`config.mk`:
```
export PLATFORM = sky130hd
export DESIGN_NAME = pixel_port_fmt
export DESIGN_NICKNAME = d
export VERILOG_FILES = /design/src/rtl/ppf_pkg.sv /design/src/rtl/ppf_phase.sv /design/src/rtl/ppf_lane_map.sv /design/src/rtl/pixel_port_fmt.sv
export SDC_FILE = /design/constraint.sdc
export NUM_CORES = 1
export LEC_CHECK = 0
export BUFFER_PORTS_ARGS = -buffer_cell sky130_fd_sc_hd__buf_4
export CORE_MARGIN = 1
export CORE_UTILIZATION = 50
export DETAILED_ROUTE_END_ITERATION = 6
export GPL_ROUTABILITY_DRIVEN = 0
export PLACE_DENSITY_LB_ADDON = 0.05
export SYNTH_ARGS = -nofsm -noshare
export SYNTH_HDL_FRONTEND = slang
export SYNTH_HIERARCHICAL = 1
export SYNTH_SLANG_ARGS = --single-unit
export TNS_END_PERCENT = 20
```
`constraint.sdc`:
```
create_clock -name clk_i -period 2.2 [get_ports clk_i]
set_input_delay 0.44 -clock clk_i [delete_from_list [all_inputs] [get_ports clk_i]]
set_output_delay 0.44 -clock clk_i [all_outputs]
set_load 0.01 [all_outputs]
```
`src/rtl/ppf_pkg.sv`:
```
package ppf_pkg;
  typedef enum logic [3:0] {
    FMT_N10 = 4'b0000,
    FMT_W20 = 4'b0001,
    FMT_W16 = 4'b0010,
    FMT_N8  = 4'b0011
  } ppf_fmt_e;

  localparam logic [2:0] CLKSEL_HALF = 3'b101;

  function automatic logic fmt_is_wide(input logic [3:0] f);
    return (f == FMT_W20) || (f == FMT_W16);
  endfunction
endpackage

```
`src/rtl/ppf_phase.sv`:
```
module ppf_phase #(
  parameter int SLOTS = 4
) (
  input  logic                     clk_i,
  input  logic                     rst_ni,
  output logic [$clog2(SLOTS)-1:0] ph_o,
  output logic                     take_o,
  output logic                     hclk_o,
  output logic                     started_o
);
  localparam int PHW = $clog2(SLOTS);
  localparam logic [PHW-1:0] LAST = PHW'(SLOTS - 1);

  logic [PHW-1:0] ph_q;
  logic           hclk_q, started_q;

  always_ff @(posedge clk_i) begin
    if (!rst_ni) begin
      ph_q      <= '0;
      hclk_q    <= 1'b0;
      started_q <= 1'b0;
    end else begin
      ph_q      <= (ph_q == LAST) ? '0 : ph_q + 1'b1;
      hclk_q    <= ~ph_q[0];
      started_q <= 1'b1;
    end
  end

  assign ph_o      = ph_q;
  assign take_o    = (ph_q == '0);
  assign hclk_o    = hclk_q;
  assign started_o = started_q;

  a_r2_take_single: assert property (@(posedge clk_i) disable iff (!rst_ni)
    take_o |=> !take_o);
  a_r2_wrap: assert property (@(posedge clk_i) disable iff (!rst_ni)
    (ph_q == LAST) |=> take_o);
  a_r10_hclk_toggle: assert property (@(posedge clk_i) disable iff (!rst_ni)
    started_q |-> (hclk_q != $past(hclk_q)));
endmodule

```
`src/rtl/ppf_lane_map.sv`:
```
module ppf_lane_map
  import ppf_pkg::*;
#(
  parameter int SW = 10,
  parameter int NW = 8
) (
  input  logic [3:0]      fmt_i,
  input  logic [1:0]      slot_i,
  input  logic [SW-1:0]   y0_i,
  input  logic [SW-1:0]   c0_i,
  input  logic [SW-1:0]   y1_i,
  input  logic [SW-1:0]   c1_i,
  output logic [2*SW-1:0] data_o,
  output logic [2*SW-1:0] oe_o,
  output logic            err_o
);
  localparam int PW   = 2 * SW;
  localparam int PADW = SW - NW;

  function automatic logic [NW-1:0] trunc(input logic [SW-1:0] s);
    return s[SW-1 -: NW];
  endfunction

  logic [SW-1:0] y_sel, c_sel, smp;

  always_comb begin
    y_sel = slot_i[1] ? y1_i : y0_i;
    c_sel = slot_i[1] ? c1_i : c0_i;
    smp   = slot_i[0] ? y_sel : c_sel;
  end

  always_comb begin
    data_o = '0;
    oe_o   = '0;
    err_o  = 1'b0;
    case (fmt_i)
      FMT_N10: begin
        data_o = {smp, {SW{1'b0}}};
        oe_o   = {{SW{1'b1}}, {SW{1'b0}}};
      end
      FMT_N8: begin
        data_o = {trunc(smp), {(PW-NW){1'b0}}};
        oe_o   = {{NW{1'b1}}, {(PW-NW){1'b0}}};
      end
      FMT_W20: begin
        data_o = {y_sel, c_sel};
        oe_o   = {PW{1'b1}};
      end
      FMT_W16: begin
        data_o = {trunc(y_sel), {PADW{1'b0}}, trunc(c_sel), {PADW{1'b0}}};
        oe_o   = {{NW{1'b1}}, {PADW{1'b0}}, {NW{1'b1}}, {PADW{1'b0}}};
      end
      default: err_o = 1'b1;
    endcase
  end
endmodule

```
`src/rtl/pixel_port_fmt.sv`:
```
module pixel_port_fmt
  import ppf_pkg::*;
#(
  parameter int SW = 10,
  parameter int NW = 8
) (
  input  logic            clk_i,
  input  logic            rst_ni,
  output logic            take_o,
  input  logic [SW-1:0]   cb_i,
  input  logic [SW-1:0]   y0_i,
  input  logic [SW-1:0]   cr_i,
  input  logic [SW-1:0]   y1_i,
  input  logic [3:0]      fmt_i,
  input  logic            swap_i,
  input  logic [2:0]      clk_sel_i,
  input  logic            clk_inv_i,
  output logic [2*SW-1:0] pp_data_o,
  output logic [2*SW-1:0] pp_oe_o,
  output logic            fmt_err_o,
  output logic            clk_pin_o,
  output logic            hclk_pin_o
);
  localparam int PW = 2 * SW;

  logic [1:0]    ph;
  logic          take, hclk_q, started;
  logic [SW-1:0] y0_q, c0_q, y1_q, c1_q;
  logic [SW-1:0] y0_s, c0_s, y1_s, c1_s;
  logic [3:0]    fmt_q, fmt_eff;
  logic [1:0]    slot_q;
  logic [PW-1:0] data_d, oe_d, data_q, oe_q;
  logic          err_d, err_q;
  logic          pair_edge;

  ppf_phase #(.SLOTS(4)) u_phase (
    .clk_i    (clk_i),
    .rst_ni   (rst_ni),
    .ph_o     (ph),
    .take_o   (take),
    .hclk_o   (hclk_q),
    .started_o(started)
  );

  // Bypass the capture registers on the loading edge so slot 0 is not delayed.
  always_comb begin
    if (take) begin
      y0_s = y0_i;
      y1_s = y1_i;
      c0_s = swap_i ? cr_i : cb_i;
      c1_s = swap_i ? cb_i : cr_i;
    end else begin
      y0_s = y0_q;
      y1_s = y1_q;
      c0_s = c0_q;
      c1_s = c1_q;
    end
  end

  assign pair_edge = ~ph[0];
  assign fmt_eff   = pair_edge ? fmt_i : fmt_q;

  ppf_lane_map #(.SW(SW), .NW(NW)) u_map (
    .fmt_i (fmt_eff),
    .slot_i(ph),
    .y0_i  (y0_s),
    .c0_i  (c0_s),
    .y1_i  (y1_s),
    .c1_i  (c1_s),
    .data_o(data_d),
    .oe_o  (oe_d),
    .err_o (err_d)
  );

  always_ff @(posedge clk_i) begin
    if (!rst_ni) begin
      y0_q   <= '0;
      c0_q   <= '0;
      y1_q   <= '0;
      c1_q   <= '0;
      fmt_q  <= FMT_N8;
      slot_q <= '0;
      data_q <= '0;
      oe_q   <= '0;
      err_q  <= 1'b0;
    end else begin
      y0_q   <= y0_s;
      c0_q   <= c0_s;
      y1_q   <= y1_s;
      c1_q   <= c1_s;
      fmt_q  <= fmt_eff;
      slot_q <= ph;
      data_q <= data_d;
      oe_q   <= oe_d;
      err_q  <= err_d;
    end
  end

  logic fclk_out, hclk_out;
  assign fclk_out   = clk_i ^ clk_inv_i;
  assign hclk_out   = hclk_q ^ clk_inv_i;
  assign clk_pin_o  = (clk_sel_i == CLKSEL_HALF) ? hclk_out : fclk_out;
  assign hclk_pin_o = hclk_out;
  assign take_o     = take;
  assign pp_data_o  = data_q;
  assign pp_oe_o    = oe_q;
  assign fmt_err_o  = err_q;

  a_r7_err_tristate: assert property (@(posedge clk_i) disable iff (!rst_ni)
    fmt_err_o |-> (pp_oe_o == '0 && pp_data_o == '0));
  a_r9_fmt_hold: assert property (@(posedge clk_i) disable iff (!rst_ni)
    slot_q[0] |-> $stable(fmt_q));
  a_r5_wide_hold: assert property (@(posedge clk_i) disable iff (!rst_ni)
    (started && slot_q[0] && fmt_is_wide(fmt_q)) |-> $stable(pp_data_o));
  a_r10_hclk_slot: assert property (@(posedge clk_i) disable iff (!rst_ni)
    (started && slot_q[0]) |-> !hclk_q);
endmodule

```
==> results.yml, run 1 <==
die:
  start_util: 0.529
  io_pins: 95
  rows: 31
  die_y_um: 90.7
  fp.coreArea_um2: 7450
  dieArea_um2: 8230
  die_w_um: 90.7
pwr:
  leakagePower_uw: 0.00219
  power.density_nw_per_um2: 873
  intPower_uw: 2970
  switching_share: 0.295
  irDropWorstVdd_uv: 417
  combPwrFrac: 0.257
  power_frac_seq: 0.430
  p_switching_uw: 1240
  total_power_uw: 4210
  clockPowerShare: 0.313
global_route:
  grt_pass1_wl_um: 12200
  gr-usage-met2: 0.297
  grtUsageMet3: 0.0564
  use_met1: 0.244
  track_usage: 0.191
  grt-ovfl-total: 0
  grt_max_degree: 62
  grt_pass1_vias: 2528
  grt_busiest_layer: "met2"
  antenna_found_initial: 0
clocking:
  cts_tree: "done"
  clk_latency_ns: 0.46
  clk_pin_slew_ns: 0.09
  postCtsSetupRepairBufs: 0
placed_design:
  io_buffers: 94
  postPlaceCellArea_um2: 4570
  place_ws_ns: 0.118
  dp_hpwl_um: 5190
worst_setup_path:
  crit_path_end_kind: "output port"
  required_ns: 1.76
  rr_worst_depth: 8
  rrSetupSlack_ns: 0.19
  cp_max_fo: 2
  worst_setup_path_start_kind: "clock port"
  rr_startpoint: "u_phase/ph_o[0]$_SDFF_PP0_"
  arrival_ns: 1.64
  path_class: "clock port to output port"
  worstSetupStartpoint: "clk_i"
  crit-reg2reg-capture: "pp_data_o[10]$_SDFF_PN0_"
synthesis:
  synth_nets: 421
  synth_area_um2: 3940
  synthCells: 368
  syn_avg_cell_area_um2: 10.7
  ys_warn_count: 6
sta:
  drv_slew: 0
  hold_violations: 0
  rsz0062_at_grt: "no"
  worst_slew_pin_slew_ns: 0.499
  setup_viol: 0
  tns_ns: 0
  fin_skew_ns: 0.0149
  relSlewSlack: 0.668
  layout_setup_ws_ns: 0.123
  holdWs_ns: 0.327
hold_path:
  whs_endpoint: "y0_q[8]$_SDFF_PN0_"
  min_from: "y0_i[8]"
  hp-class: "primary input to register"
  min_delay_path_depth: 3
layout:
  final_cell_mix: "buf_4, dfxtp_1, and2_1"
  fin_nets: 496
  synthToLayoutAreaGrowth_pct: 22.5
  final_common_cell: "buf_4"
  fin_area_um2: 4820
  n_fill_cell: 658
  drive_gt1_frac: 0.415
  n_antenna_cell: 0
detailed_routing:
  dr_total_vias: 2606
  viasPerCell: 4.76
  drt-total-wl_um: 7520
  wl_per_cell_um: 13.8
  final_antenna_net_count: 0
  drt_iter0_markers: 76
  firstDrtPassIters: 4
  drc: 0
flow_run:
  max_cap_violations: 0
status:
  status: "complete, no violations"
## per-stage QoR
step                       util  instances
after floorplan               -        368
after global placement    0.614        529
after detailed placement  0.614        529
after CTS                 0.646        547
after global routing      0.648        547
final                     0.648        547
## area by class of cell
type | count | area [um^2] | share of cell area
well taps | 99 | 124 | 0.0257
clock buffers | 12 | 159 | 0.0329
multi-input cells | 235 | 1890 | 0.393
inverters | 6 | 22.5 | 0.00467
clock inverters | 7 | 85.1 | 0.0176
repair buffers | 100 | 776 | 0.161
flip-flops and latches | 88 | 1760 | 0.365
## sequential cells by signal (all words and copies together), names as in the netlist
| signal | flops |
|---|---|
| fmt_q | 4 |
| y1_q | 10 |
| y0_q | 10 |
| pp_data_o | 20 |
| pp_oe_o | 20 |
| c1_q | 10 |
| u_phase/ph_o | 2 |
| u_phase/hclk_o | 1 |
| c0_q | 10 |
| fmt_err_o | 1 |
## how the worst max path moves through the flow
stage,to,cells after the start
floorplan,pp_data_o[13]$_SDFF_PN0_,9
global route,pp_data_o[10]$_SDFF_PN0_,8
global placement,pp_data_o[11]$_SDFF_PN0_,8
finish,clk_pin_o,4
detailed placement,pp_data_o[14]$_SDFF_PN0_,5
CTS,clk_pin_o,4
## power by group through the flow
stage / Combinational [uW] / Clock [uW] / Sequential (uW)
floorplan: 800 / 38.5 / 1860
global placement: 1060 / 63.5 / 1840
detailed placement: 1080 / 63.5 / 1840
CTS: 1080 / 1350 / 1810
global route: 1190 / 1420 / 1820
finish: 1080 / 1320 / 1810
## critical path: stages
cell      delay [ns]
clkbuf_8        0.11
mux2i_1         0.16
xnor2_1         0.13
buf_4           0.13
## repair_timing
| action | in CTS | in global routing |
|---|---|---|
| hold buffers | 0 | 0 |
| pin swaps | 1 | 0 |
| gates resized for setup | 0 | 3 |
| cloned | 0 | 0 |
| setup endpoints to repair | 1 | 16 |
## metal layers
layer	wire [um]	vias to the layer above
met5	0	-
met4	110	0
met2	3420	70
met3	391	10
li1	-	1360
met1	3600	1166
Power figures use the tool's default switching activity.
==> inputs of run 2 (changes only) <==
--- a/config.mk
+++ b/config.mk
@@ -5,9 +5,10 @@
 export SDC_FILE = /design/constraint.sdc
 export NUM_CORES = 1
 export LEC_CHECK = 0
+export ABC_AREA = 1
 export BUFFER_PORTS_ARGS = -buffer_cell sky130_fd_sc_hd__buf_4
 export CORE_MARGIN = 1
-export CORE_UTILIZATION = 50
+export CORE_UTILIZATION = 49
 export DETAILED_ROUTE_END_ITERATION = 6
 export GPL_ROUTABILITY_DRIVEN = 0
 export PLACE_DENSITY_LB_ADDON = 0.05
==> constraint.sdc (replaced) <==
create_clock -name clk_i -period 1.7 [get_ports clk_i]
set_input_delay 0.34 -clock clk_i [delete_from_list [all_inputs] [get_ports clk_i]]
set_output_delay 0.34 -clock clk_i [all_outputs]
set_load 0.01 [all_outputs]
==> run 2 against run 1 <==
  * The flow now finishes with violations (setup timing)
  * Clock skew down 0.0038 ns
  * Design area up 9.7%
  * Sequential power up 29%
  * Utilization down 0.37 points
  * Critical endpoint is now take_o
  * Critical path type is now register to output port
  * Register-to-register slack worse by 0.18 ns
  * Sequential cell count unchanged
  * Combinational power up 59%
  * Worst hold slack worse by 0.22 ns
  * Cell count up 44%
==> results.yml, run 2 <==
hold_path:
  hp-class: "primary input to register"
layout:
  n_fill_cell: 740
  final_core_util: 0.644
  final_cell_mix: "nand2_1, buf_4, dfxtp_1"
  n_antenna_cell: 0
  fin_nets: 731
  synthToLayoutAreaGrowth_pct: 26.8
  drive_gt1_frac: 0.315
  final_common_cell: "nand2_1"
sta:
  setup_viol: 1
  hold_violations: 0
  layout_setup_ws_ns: -0.00451
  finalCriticalPeriod_ns: 1.70
  rsz0062_at_grt: "yes"
  post-route-period-util: 1.00
  relSlewSlack: 0.700
  fin_skew_ns: 0.0110
  holdWs_ns: 0.108
  drv_slew: 0
  clock.fmax_ghz: 0.587
  worst_slew_pin_slew_ns: 0.449
worst_setup_path:
  required_ns: 1.36
  crit_path_end_kind: "output port"
  path_class: "register to output port"
  arrival_ns: 1.36
  worst_setup_path_start_kind: "register"
  cp_max_fo: 21
detailed_routing:
  drt_iter0_markers: 160
  viasPerCell: 4.72
  drt-total-wl_um: 9600
  wl_per_cell_um: 12.2
  final_antenna_net_count: 0
  firstDrtPassIters: 5
  drc: 0
  dr_total_vias: 3718
synthesis:
  synth_nets: 651
  syn_avg_cell_area_um2: 6.98
  synthCells: 598
  synth_area_um2: 4170
  ys_warn_count: 6
clocking:
  clk_pin_slew_ns: 0.10
  clk_latency_ns: 0.46
  cts_tree: "done"
pwr:
  irDropWorstVdd_uv: 631
  power.density_nw_per_um2: 1070
  total_power_uw: 5680
  leakagePower_uw: 0.00294
global_route:
  grt_pass1_vias: 3409
  grt-ovfl-total: 0
  grt_pass1_wl_um: 15500
  grt_max_degree: 43
  antenna_found_initial: 0
  track_usage: 0.226
flow_run:
  max_cap_violations: 0
die:
  rows: 33
  io_pins: 95
  fp.coreArea_um2: 8220
  die_w_um: 94.3
  die_y_um: 94.3
  dieArea_um2: 8890
  start_util: 0.508
status:
  status: "finished, violations left"
  violations: "setup timing"
placed_design:
  io_buffers: 94
  dp_hpwl_um: 6510
## run 2: path summary, 6_finish.rpt
path                                   start                        to  slack (ns)  cells past startpoint
hold / removal                      fmt_i[1]       fmt_q[1]$_SDFF_PN1_        0.11                      3
setup reg to reg  u_phase/ph_o[0]$_SDFF_PP0_  pp_data_o[19]$_SDFF_PN0_        0.01                     12
hold reg to reg           y1_q[8]$_SDFF_PN0_        y1_q[8]$_SDFF_PN0_        0.47                      2
setup / recovery  u_phase/ph_o[0]$_SDFF_PP0_                    take_o      -0.005                      4
## run 2: critical path, stage by stage (launching register included)
cell and delay, ns:
dfxtp_4 0.37, inv_4 0.06, ha_4 0.19, buf_12 0.18
buf_6 0.12
## run 2: layout make-up
type / instances / area (um^2) / share of cell area
repair buffers: 106 / 877 / 0.166
clock inverters: 7 / 71.3 / 0.0135
repair inverters: 3 / 22.5 / 0.00426
flip-flops and latches: 88 / 1770 / 0.334
well taps: 105 / 131 / 0.0248
inverters: 76 / 307 / 0.0579
multi-input cells: 391 / 1950 / 0.369
clock buffers: 12 / 163 / 0.0307
## run 2: routing by layer
| metal | up-vias | GRT usage | part of all wire |
|---|---|---|---|
| li1 | 1933 | - | - |
| met1 | 1679 | 0.284 | 0.45 |
| met2 | 95 | 0.388 | 0.49 |
| met3 | 11 | 0.0388 | 0.047 |
| met4 | 0 | 0.0782 | 0.016 |
| met5 | - | 0 | 0 |
## run 2: stage by stage
stage                     instances  cell area [um^2]  TNS [ns]  worst slack, ns
after global placement          762              4800    -0.546          -0.0994
final                           788              5290  -0.00451         -0.00451
after detailed placement        762              4800    -0.792           -0.125
after global routing            788              5290    -0.515          -0.0832
after CTS                       784              5140   -0.0962          -0.0235
after floorplan                 598              4180         0           0.0156
## run 2: report_power, final
part	switching (uW)	internal, uW
sequential	59.7	2270
clock	895	732
combinational	1030	697
total	1980	3700
## run 2: what timing repair did
item                       in CTS  in global routing
cloned                          3                  1
pin swaps                       4                  6
buffers inserted                1                  3
hold buffers                    0                  0
setup endpoints to repair      12                 19
gates resized for setup        18                 37
